--- src/rtl/blm_pkg.sv ---
package blm_pkg;

  typedef enum logic [1:0] {
    LS_SE0 = 2'b00,
    LS_J   = 2'b01,
    LS_K   = 2'b10,
    LS_SE1 = 2'b11
  } lineSt_t;

  // strobes from control into the datapath
  typedef struct packed {
    logic idleClr;
    logic idleHold;
  } dpCtl_t;

  function automatic int maxOf(input int a, input int b);
    return (a > b) ? a : b;
  endfunction

endpackage

--- src/rtl/blm_datapath.sv ---
module blm_datapath
  import blm_pkg::*;
#(
  parameter int SYNC_STAGES = 2,
  parameter int RUN_W       = 8,
  parameter int IDLE_CYC    = 300
) (
  input  logic             clk,
  input  logic             rstN,
  input  logic             dpIn,
  input  logic             dmIn,
  input  logic             lowSpeed,
  input  dpCtl_t           ctl,
  output lineSt_t          curSt,
  output lineSt_t          stReg,
  output logic [RUN_W-1:0] runCnt,
  output logic             idleExpired
);

  localparam int IDLE_W = $clog2(IDLE_CYC + 1);
  localparam logic [IDLE_W-1:0] IDLE_V = IDLE_W'(IDLE_CYC);

  logic [1:0] rawLine;
  logic [1:0] syncLine;
  assign rawLine = {dpIn, dmIn};

  genvar g;
  generate
    for (g = 0; g < 2; g++) begin : g_sync
      logic [SYNC_STAGES-1:0] chain;
      always_ff @(posedge clk or negedge rstN) begin
        if (!rstN) chain <= '0;
        else       chain <= {chain[SYNC_STAGES-2:0], rawLine[g]};
      end
      assign syncLine[g] = chain[SYNC_STAGES-1];
    end
  endgenerate

  // classify synchronized pair {D+, D-}
  always_comb begin
    unique case (syncLine)
      2'b00:   curSt = LS_SE0;
      2'b11:   curSt = LS_SE1;
      2'b10:   curSt = lowSpeed ? LS_K : LS_J;
      default: curSt = lowSpeed ? LS_J : LS_K;
    endcase
  end

  // run-length of the current state, saturating
  always_ff @(posedge clk or negedge rstN) begin
    if (!rstN) begin
      stReg  <= LS_SE0;
      runCnt <= '0;
    end else begin
      stReg <= curSt;
      if (curSt != stReg)   runCnt <= RUN_W'(1);
      else if (runCnt != '1) runCnt <= runCnt + RUN_W'(1);
    end
  end

  // inactivity timer
  logic [IDLE_W-1:0] idleCnt;
  always_ff @(posedge clk or negedge rstN) begin
    if (!rstN)                 idleCnt <= '0;
    else if (ctl.idleClr)      idleCnt <= '0;
    else if (!ctl.idleHold && idleCnt != IDLE_V)
                               idleCnt <= idleCnt + IDLE_W'(1);
  end
  assign idleExpired = (idleCnt == IDLE_V);

  p_idle_bound_r7: assert property (@(posedge clk) disable iff (!rstN)
    idleCnt <= IDLE_V);

  p_idle_clear_r7: assert property (@(posedge clk) disable iff (!rstN)
    ctl.idleClr |=> idleCnt == '0);

endmodule

--- src/rtl/blm_control.sv ---
module blm_control
  import blm_pkg::*;
#(
  parameter int RUN_W       = 8,
  parameter int FS_BIT_CYC  = 4,
  parameter int LS_BIT_CYC  = 32,
  parameter int CONN_CYC    = 120,
  parameter int RESET_CYC   = 120,
  parameter int RESUME_CYC  = 960000,
  parameter int KA_GAP_BITS = 8
) (
  input  logic             clk,
  input  logic             rstN,
  input  logic             lowSpeed,
  input  lineSt_t          curSt,
  input  lineSt_t          stReg,
  input  logic [RUN_W-1:0] runCnt,
  input  logic             idleExpired,
  output dpCtl_t           ctl,
  output logic             connectEvt,
  output logic             eopEvt,
  output logic             keepAliveEvt,
  output logic             busResetEvt,
  output logic             resumeEvt,
  output logic             suspended
);

  localparam logic [RUN_W-1:0] FS_BIT_V  = RUN_W'(FS_BIT_CYC);
  localparam logic [RUN_W-1:0] LS_BIT_V  = RUN_W'(LS_BIT_CYC);
  localparam logic [RUN_W-1:0] FS_MAX_V  = RUN_W'(3 * FS_BIT_CYC);
  localparam logic [RUN_W-1:0] LS_MAX_V  = RUN_W'(3 * LS_BIT_CYC);
  localparam logic [RUN_W-1:0] FS_GAP_V  = RUN_W'(KA_GAP_BITS * FS_BIT_CYC);
  localparam logic [RUN_W-1:0] LS_GAP_V  = RUN_W'(KA_GAP_BITS * LS_BIT_CYC);
  localparam logic [RUN_W-1:0] CONN_V    = RUN_W'(CONN_CYC);
  localparam logic [RUN_W-1:0] RESET_V   = RUN_W'(RESET_CYC);
  localparam logic [RUN_W-1:0] RESUME_V  = RUN_W'(RESUME_CYC);

  logic [RUN_W-1:0] bitV, eopMaxV, gapV;
  logic chg, se0End, eopWindow;
  logic connected, eopPend, eopBare, preJLong, resumeArm;

  assign bitV    = lowSpeed ? LS_BIT_V : FS_BIT_V;
  assign eopMaxV = lowSpeed ? LS_MAX_V : FS_MAX_V;
  assign gapV    = lowSpeed ? LS_GAP_V : FS_GAP_V;

  assign chg       = (curSt != stReg);
  assign se0End    = chg && (stReg == LS_SE0);
  assign eopWindow = (runCnt >= bitV) && (runCnt <= eopMaxV);

  assign ctl.idleClr  = (curSt != LS_J);
  assign ctl.idleHold = suspended || !connected;

  always_ff @(posedge clk or negedge rstN) begin
    if (!rstN) begin
      connected    <= 1'b0;
      suspended    <= 1'b0;
      eopPend      <= 1'b0;
      eopBare      <= 1'b0;
      preJLong     <= 1'b0;
      resumeArm    <= 1'b0;
      connectEvt   <= 1'b0;
      eopEvt       <= 1'b0;
      keepAliveEvt <= 1'b0;
      busResetEvt  <= 1'b0;
      resumeEvt    <= 1'b0;
    end else begin
      connectEvt   <= 1'b0;
      eopEvt       <= 1'b0;
      keepAliveEvt <= 1'b0;
      busResetEvt  <= 1'b0;
      resumeEvt    <= 1'b0;

      // attach
      if (!connected && stReg == LS_J && runCnt == CONN_V) begin
        connected  <= 1'b1;
        connectEvt <= 1'b1;
      end

      // remember whether SE0 was entered straight from a long idle J
      if (chg && curSt == LS_SE0)
        preJLong <= (stReg == LS_J) && (runCnt >= gapV);

      // end-of-packet: arm on SE0->J, fire after one bit of J
      if (se0End && curSt == LS_J && !resumeArm && eopWindow) begin
        eopPend <= 1'b1;
        eopBare <= lowSpeed && preJLong;
      end else if (eopPend && stReg == LS_J && runCnt == bitV) begin
        eopPend <= 1'b0;
        if (eopBare) keepAliveEvt <= 1'b1;
        else         eopEvt       <= 1'b1;
      end else if (eopPend && chg) begin
        eopPend <= 1'b0;
      end

      // resume: long K, then SE0, then J
      if (suspended && chg && stReg == LS_K && curSt == LS_SE0 &&
          runCnt >= RESUME_V) begin
        resumeArm <= 1'b1;
      end else if (resumeArm && se0End) begin
        resumeArm <= 1'b0;
        if (curSt == LS_J) begin
          resumeEvt <= 1'b1;
          suspended <= 1'b0;
        end
      end

      // inactivity
      if (connected && !suspended && idleExpired)
        suspended <= 1'b1;

      // bus reset has the last word
      if (stReg == LS_SE0 && runCnt == RESET_V) begin
        busResetEvt <= 1'b1;
        suspended   <= 1'b0;
        resumeArm   <= 1'b0;
        eopPend     <= 1'b0;
      end
    end
  end

  p_evt_onehot_r10: assert property (@(posedge clk) disable iff (!rstN)
    $onehot0({eopEvt, keepAliveEvt, busResetEvt, resumeEvt}));

  p_eop_single_r4: assert property (@(posedge clk) disable iff (!rstN)
    eopEvt |=> !eopEvt);

  p_conn_rise_r3: assert property (@(posedge clk) disable iff (!rstN)
    connectEvt |-> $rose(connected));

  p_reset_wake_r6: assert property (@(posedge clk) disable iff (!rstN)
    busResetEvt |-> !suspended);

  p_resume_fall_r8: assert property (@(posedge clk) disable iff (!rstN)
    resumeEvt |-> $fell(suspended));

  p_susp_idle_r7: assert property (@(posedge clk) disable iff (!rstN)
    $rose(suspended) |-> $past(idleExpired));

endmodule

--- src/rtl/bus_line_monitor.sv ---
module bus_line_monitor
  import blm_pkg::*;
#(
  parameter int FS_BIT_CYC  = 4,
  parameter int LS_BIT_CYC  = 32,
  parameter int CONN_CYC    = 120,
  parameter int RESET_CYC   = 120,
  parameter int IDLE_CYC    = 144000,
  parameter int RESUME_CYC  = 960000,
  parameter int KA_GAP_BITS = 8
) (
  input  logic       clk,
  input  logic       rstN,
  input  logic       dpIn,
  input  logic       dmIn,
  input  logic       lowSpeed,
  output logic [1:0] lineState,
  output logic       se1Err,
  output logic       connectEvt,
  output logic       eopEvt,
  output logic       keepAliveEvt,
  output logic       busResetEvt,
  output logic       suspendOut,
  output logic       resumeEvt
);

  localparam int RUN_MAX = maxOf(maxOf(RESET_CYC, RESUME_CYC),
                                 maxOf(CONN_CYC, maxOf(KA_GAP_BITS, 3) * LS_BIT_CYC)) + 1;
  localparam int RUN_W   = $clog2(RUN_MAX + 1);

  lineSt_t          curSt, stReg;
  logic [RUN_W-1:0] runCnt;
  logic             idleExpired;
  dpCtl_t           ctl;

  blm_datapath #(
    .SYNC_STAGES(2),
    .RUN_W      (RUN_W),
    .IDLE_CYC   (IDLE_CYC)
  ) dp_i (
    .clk        (clk),
    .rstN       (rstN),
    .dpIn       (dpIn),
    .dmIn       (dmIn),
    .lowSpeed   (lowSpeed),
    .ctl        (ctl),
    .curSt      (curSt),
    .stReg      (stReg),
    .runCnt     (runCnt),
    .idleExpired(idleExpired)
  );

  blm_control #(
    .RUN_W      (RUN_W),
    .FS_BIT_CYC (FS_BIT_CYC),
    .LS_BIT_CYC (LS_BIT_CYC),
    .CONN_CYC   (CONN_CYC),
    .RESET_CYC  (RESET_CYC),
    .RESUME_CYC (RESUME_CYC),
    .KA_GAP_BITS(KA_GAP_BITS)
  ) ctl_i (
    .clk         (clk),
    .rstN        (rstN),
    .lowSpeed    (lowSpeed),
    .curSt       (curSt),
    .stReg       (stReg),
    .runCnt      (runCnt),
    .idleExpired (idleExpired),
    .ctl         (ctl),
    .connectEvt  (connectEvt),
    .eopEvt      (eopEvt),
    .keepAliveEvt(keepAliveEvt),
    .busResetEvt (busResetEvt),
    .resumeEvt   (resumeEvt),
    .suspended   (suspendOut)
  );

  assign lineState = curSt;
  assign se1Err    = (curSt == LS_SE1);

  // cycles since reset, for the pin-to-flag check
  logic [1:0] warmCnt;
  always_ff @(posedge clk or negedge rstN) begin
    if (!rstN)              warmCnt <= '0;
    else if (warmCnt != 2'd3) warmCnt <= warmCnt + 2'd1;
  end

  p_se1_flag_r2: assert property (@(posedge clk) disable iff (!rstN)
    (warmCnt == 2'd3 && $past(dpIn, 2) && $past(dmIn, 2)) |-> se1Err);

endmodule

--- config.mk ---
export PLATFORM = sky130hd
export DESIGN_NAME = bus_line_monitor
export DESIGN_NICKNAME = d
export VERILOG_FILES = /design/src/rtl/blm_pkg.sv /design/src/rtl/blm_datapath.sv /design/src/rtl/blm_control.sv /design/src/rtl/bus_line_monitor.sv
export SDC_FILE = /design/constraint.sdc
export NUM_CORES = 1
export LEC_CHECK = 0
export ABC_AREA = 1
export BUFFER_PORTS_ARGS = -buffer_cell sky130_fd_sc_hd__buf_2
export CAP_MARGIN = 20
export CORE_MARGIN = 2
export CORE_UTILIZATION = 30
export CTS_BUF_LIST = sky130_fd_sc_hd__clkbuf_4 sky130_fd_sc_hd__clkbuf_8 sky130_fd_sc_hd__clkbuf_16
export CTS_CLUSTER_SIZE = 25
export DETAILED_ROUTE_END_ITERATION = 6
export PLACE_DENSITY = 0.53
export RECOVER_POWER = 25
export REMOVE_ABC_BUFFERS = 1
export SLEW_MARGIN = 10
export SYNTH_ARGS = -nofsm -noshare
export SYNTH_HDL_FRONTEND = slang
export SYNTH_SLANG_ARGS = --single-unit
--- constraint.sdc ---
create_clock -name clk -period 2 [get_ports clk]
set_clock_uncertainty 0.05 [all_clocks]
set_input_delay 0.4 -clock clk [delete_from_list [all_inputs] [get_ports clk]]
set_output_delay 0.4 -clock clk [all_outputs]
set_load 0.005 [all_outputs]
* Word level (Yosys, flattened, before mapping)
Index checks and enable logic that the tools add are counted.
** Word-level totals
- Input port bits :: 5
- Flip-flop bits (word level) :: 55
- Output and inout bits :: 9
- Logic and storage cells :: 106
** Operators by class
- Muxes and demuxes :: 33
- Add/sub/neg operators :: 2
- Reduce and logical (&&, ||, !) cells :: 37
- Equal/unequal tests :: 14
- Magnitude comparators :: 4
** Operators with widths (number)
- 20-bit greater-or-equal comparator :: 2
- 20-bit two-way mux :: 2
- 18-bit two-way mux :: 2
- 1-bit two-way mux :: 23
- 1-bit logical AND :: 22
- 20-bit by 1-bit adder with 20-bit output, second input constant :: 1
- 20-bit equality test :: 1
- 20-bit by 7-bit equality test with 1-bit output, second input constant :: 1
- 20-bit greater-or-equal comparator, second input constant :: 1
- 20-bit less-or-equal comparator :: 1
- 20-bit inequality test, second input constant :: 1
- 18-bit by 1-bit adder with 18-bit output, second input constant :: 1
- 18-bit equality test, second input constant :: 1
- 18-bit inequality test, second input constant :: 1
- 9-bit two-way mux :: 1
- 3-bit nonzero test :: 3
- 2-bit equality test, second input constant :: 4
- 7-bit two-way mux :: 1
- 2-bit logical NOT :: 3
- 6-bit two-way mux :: 1
- 2-bit case mux with 3 select lines :: 1
- 2-bit by 1-bit equality test with 1-bit output, second input constant :: 2
- 1-bit logical NOT :: 4
- 2-bit two-way mux :: 2
- other kinds (7) :: 8

* Depth between registers and ports, before layout
- Word-level depth :: 10
- Depth in mapped cells :: 12
- Gate-level depth less buffers :: 12

* Modules after synthesis
Synthesis repeated with hierarchy kept, for this count alone.
** Second synthesis, totals
- Cells, all modules :: 511
- Area total of the unflattened synthesis :: 3619.7 µm²
** Modules (own cells, without submodules)
- blm_datapath :: sequential area each 1101.1 µm², cells an instance 359, instances 1, area each 2643.8 µm²
- blm_control :: sequential area each 275.3 µm², cells an instance 150, instances 1, area each 968.4 µm²
- bus_line_monitor :: sequential area each 0.0 µm², cells an instance 2, instances 1, area each 7.5 µm²

* Worst setup path after synthesis
Ideal clock, no wire load.
- Path type :: reg-to-reg
- Start point :: register dp_i.idleCnt[0]
- End point :: register dp_i.idleCnt[13]
- Period minus slack after synthesis :: 1577 ps
- Setup time :: 117 ps
- Stages on the path, launching flop included :: 12
- Arrival time :: 1410 ps
- Required time :: 1833 ps
- Path buffers :: 2
- Setup slack :: 423 ps
- Cells stage by stage :: dfrtp_1 > inv_1 > ha_1 > nand4_1 > nor2_1 > nand2_1 > nand2_1 > nand2_1 > buf_2 > buf_6 > nand3_1 > nand2_1
** Between the ends
- Longest elaborated chain between the ends :: 3
- Elaborated cells between the ends (all ways) :: 6
- Classes of those cells :: add/sub: 1; eq/ne: 1; mux: 2; reduce/logical: 2
** Ends and longest elaborated chain
- from (decl) :: RTL line blm_datapath.sv:62 : logic [IDLE_W-1:0] idleCnt;
- from (signal assigned) :: RTL line blm_datapath.sv:67 : idleCnt <= idleCnt + IDLE_W'(1);
- 18-bit by 1-bit adder with 18-bit output / 18-bit inequality test (equally long branches) :: RTL line blm_datapath.sv:67, blm_datapath.sv:66
- 18-bit two-way mux / 1-bit logical AND (equally long branches) :: RTL line blm_datapath.sv:66 : else if (!ctl.idleHold && idleCnt != IDLE_V)
- 18-bit two-way mux / 2-bit nonzero test (equally long branches)
Parallel ways exist; a longest one is shown, timed or not. The select of a mux whose other input is x is not followed.
A chain may end at the register's enable or synchronous reset.

* Final worst setup path
- Start point :: register dp_i.runCnt[0]
- End point :: register dp_i.runCnt[14]
** Between the ends
- Longest elaborated chain between the ends :: 3
- Elaborated cells between the ends (all ways) :: 5
- Classes of those cells :: add/sub: 1; eq/ne: 1; mux: 2; reduce/logical: 1
** Ends and longest elaborated chain
- from (decl) :: RTL line blm_datapath.sv:16 : output logic [RUN_W-1:0] runCnt,
- from (signal assigned) :: RTL line blm_datapath.sv:57 : else if (runCnt != '1) runCnt <= runCnt + RUN_W'(1);
- 20-bit by 1-bit adder with 20-bit output :: RTL line blm_datapath.sv:57
- 20-bit two-way mux :: RTL line blm_datapath.sv:57
- 20-bit two-way mux :: RTL line blm_datapath.sv:56 : if (curSt != stReg) runCnt <= RUN_W'(1);
Parallel ways exist; a longest one is shown, timed or not. The select of a mux whose other input is x is not followed.

==> impl_metrics.py <==
metrics = {
    "cts": {
        "cts_sinks": 55,
        "clk_latency_ns": 0.30,
        "clk_path_buf_depth": 2,
        "tritoncts_clock_tree": "built",
        "cts.reportedPaths.clkPinSlew_ns": 0.08,
        "holdBufCountCts": 0,
        "cts_inserted_buffers": 5,
        "clock-root-buffer": "clkbuf_16",
        "number_of_h_tree_levels": 2,
    },
    "worst_setup_path": {
        "rrSetupSlack_ns": 0.16,
        "worstPathArrival_ns": 2.00,
        "worstPathRequired_ns": 2.17,
        "startpoint_type": "flop",
        "criticalPathCategory": "flop to flop",
        "crit_fanout": 4,
        "critical_path.endpoint_type": "flop",
    },
    "yosys": {
        "mappedNetlistArea_um2": 3440,
        "synth_warnings": 0,
        "synth_sequential_area_ratio_pct": 40.0,
        "postSynthCellCount": 473,
        "yosys_reg_bits": 55,
        "synth_top_cell_area_share_pct": 40.0,
        "ys.flop_type": "dfrtp_1",
        "post-synth-top-count-cell": "nand2_1",
        "most_area_hungry_cell_type_in_the_yosys_netlist": "dfrtp_1",
        "syn_area_per_cell_um2": 7.28,
        "most_area_consuming_cells_after_synthesis": "dfrtp_1 (40%), nand2_1 (13%), nor2_1 (7.7%)",
        "netlist-cell-type-count": 31,
        "post_synth_most_frequent_cells": "nand2_1 (118), nor2_1 (71), inv_1 (61), dfrtp_1 (55), nand3_1 (37)",
        "synth-edff-count": 0,
        "synthArstFlopShare_pct": 100,
    },
    "place": {
        "placement.setup.worst_slack_ns": 0.0528,
        "placed_cell_area_um2": 3720,
        "dp_hpwl_mm": 6.46,
        "place_inst": 632,
        "place.port_buffers": 13,
        "globalplace.congestion": 0.887,
    },
    "job": {
        "max-cap-violations": 0,
    },
    "final_layout": {
        "fin_area_um2": 3890,
        "final-instance-count-excl-fill": 641,
        "nFillCells": 1226,
        "insertedDiodeCount": 0,
        "share_of_layout_cells_above_drive_strength_1_pct": 10.6,
        "synthToLayoutAreaGrowth_pct": 13.1,
        "layout.nets": 512,
    },
    "detailed_routing": {
        "detailedRoute.firstIterationViolations": 225,
        "drt_first_pass_iters": 4,
        "postRouteAntennaNets": 0,
        "drt-wirelength-per-cell_um": 13.2,
        "drc_errors": 0,
        "vias": 3018,
        "wl_mm": 8.45,
        "via_per_inst": 4.71,
    },
    "pwr": {
        "seq_power_share_pct": 50.6,
        "portion_of_total_power_attributed_to_the_clock_network_pct": 39.0,
        "power.density_cell_area_nw_per_um2": 584,
        "vdd_drop_max_uv": 355,
        "net_switching_share_of_the_total_power_pct": 25.8,
        "power.switching_mw": 0.585,
        "comb_power_share_pct": 10.5,
        "p_total_mw": 2.27,
        "p_int_mw": 1.69,
        "power_leakage_nw": 1.79,
    },
    "timing": {
        "final_critical_path_setup_slack_ns": 0.161,
        "final-max-slew-violation-count": 0,
        "grt_setup_unrepaired": "true",
        "finalCriticalPeriod_ns": 1.84,
        "hold_ws_ns": 0.154,
        "finalSetupViolCount": 0,
        "slew-limit-headroom_pct": 6.78,
        "fmax_mhz": 544,
        "fin_crit_sh_pct": 92.0,
        "tightestPinTransition_ns": 1.40,
        "report.final.hold_viol_count": 0,
    },
    "grt": {
        "global_route.overflow_total": 0,
        "grt_antenna_before_repair": 0,
        "grt_first_pass_wirelength_mm": 14.9,
        "grt_max_degree": 56,
        "groute.usage.overall_pct": 14.6,
        "grt_pass1_vias": 3056,
    },
    "floorplan": {
        "top_level_ports": 14,
        "floorplan.die.width_um": 111,
        "placement_rows": 39,
        "initial_core_util_pct": 30.4,
        "core_area_um2": 11300,
        "design.die.area_um2": 12300,
        "die_height_um": 111,
    },
    "min_path": {
        "hold_class": "input port to flop",
    },
    "outcome": {
        "result_of_the_run": "finished, final reports clean",
    },
}
==> critical path: stages (launching register included) <==
cell and delay, ns:
dfrtp_2 0.39, ha_2 0.21, nand2_1 0.12, nor3_2 0.26, nand2_2 0.12, nor2_1 0.11, nand2_1 0.09, nor2_1 0.14
nand2_1 0.13, a21oi_2 0.14
==> metal layers <==
layer / up-vias / GRT usage, % / wire [µm]
met2: 47 / 22.1 / 3700
met5: - / 0 / 0
met4: 0 / 5.02 / 189
met3: 12 / 2.41 / 289
met1: 1407 / 21.2 / 4260
li1: 1552 / - / -
==> what timing repair did <==
item / 4_1_cts / 5_1_grt
setup endpoints to repair: 0 / 19
gates resized for setup: 0 / 9
setup buffers: 0 / 1
==> power by group through the flow <==
stage | clock network [mW] | logic (mW) | registers, mW
2_1_floorplan | 0 | 0.135 | 1.17
3_3_place_gp | 0 | 0.235 | 1.17
3_5_place_dp | 0 | 0.234 | 1.17
4_1_cts | 0.924 | 0.235 | 1.15
5_1_grt | 0.970 | 0.275 | 1.15
6_report | 0.885 | 0.238 | 1.15
==> kinds of logic after synthesis <==
kind of cell	synth area share, %
fa+ha+maj	3.64
flops	40.0
xor+xnor	6.83
compound gates	7.27
buf+inv	8.43
simple gates	33.8
==> flip-flops by register name, indices dropped and copies added (netlist names), 2 cells and up <==
register / count
dp_i.g_sync.chain: 4
dp_i.stReg: 2
dp_i.runCnt: 20
dp_i.idleCnt: 18
==> cell type report <==
type / instances / area, µm² / share of cell area [%]
Multi-Input combinational cell: 349 / 1800 / 46.3
Clock buffer: 6 / 133 / 3.41
Timing Repair Buffer: 23 / 138 / 3.53
Tap cell: 143 / 179 / 4.60
Clock inverter: 2 / 17.5 / 0.450
Inverter: 63 / 245 / 6.30
Sequential cell: 55 / 1380 / 35.4
==> through the flow <==
step / TNS [ns] / utilization (%)
after floorplan: 0 / -
after global placement: 0 / 32.8
after detailed placement: 0 / 32.8
after CTS: 0 / 34.2
after global routing: -0.00627 / 34.4
final: 0 / 34.4
==> cells in the final DEF, fill, tap and decap left out, drive strengths merged <==
| master | count |
|---|---|
| o211ai | 2 |
| clkinvlp | 1 |
| o21ai | 20 |
| xor2 | 25 |
| nand3b | 2 |
| nand3 | 38 |
| o21bai | 2 |
| clkbuf | 7 |
| clkinv | 3 |
| nor3 | 21 |
| dfrtp | 55 |
| xnor2 | 1 |
| inv | 61 |
| or2 | 1 |
| nand2 | 121 |
| a21o | 1 |
| ha | 10 |
| a31oi | 1 |
| nor2 | 73 |
| nand4 | 12 |
| buf | 22 |
| a21oi | 19 |
==> path summary, 6_finish.rpt <==
| check | start | end | cells after the start |
|---|---|---|---|
| worst min-delay path | dpIn | dp_i.g_sync[1].chain[0] | 1 |
| worst min register to register | dp_i.g_sync[1].chain[0] | dp_i.g_sync[1].chain[1] | 0 |
| worst max register to register | dp_i.runCnt[0] | dp_i.runCnt[14] | 9 |
| min in group asynchronous | rstN | dp_i.runCnt[17] | 2 |
| max in group asynchronous | rstN | dp_i.runCnt[0] | 2 |
| worst max-delay path | dp_i.runCnt[0] | dp_i.runCnt[14] | 9 |
No activity file was read; power rests on OpenSTA's default activity.
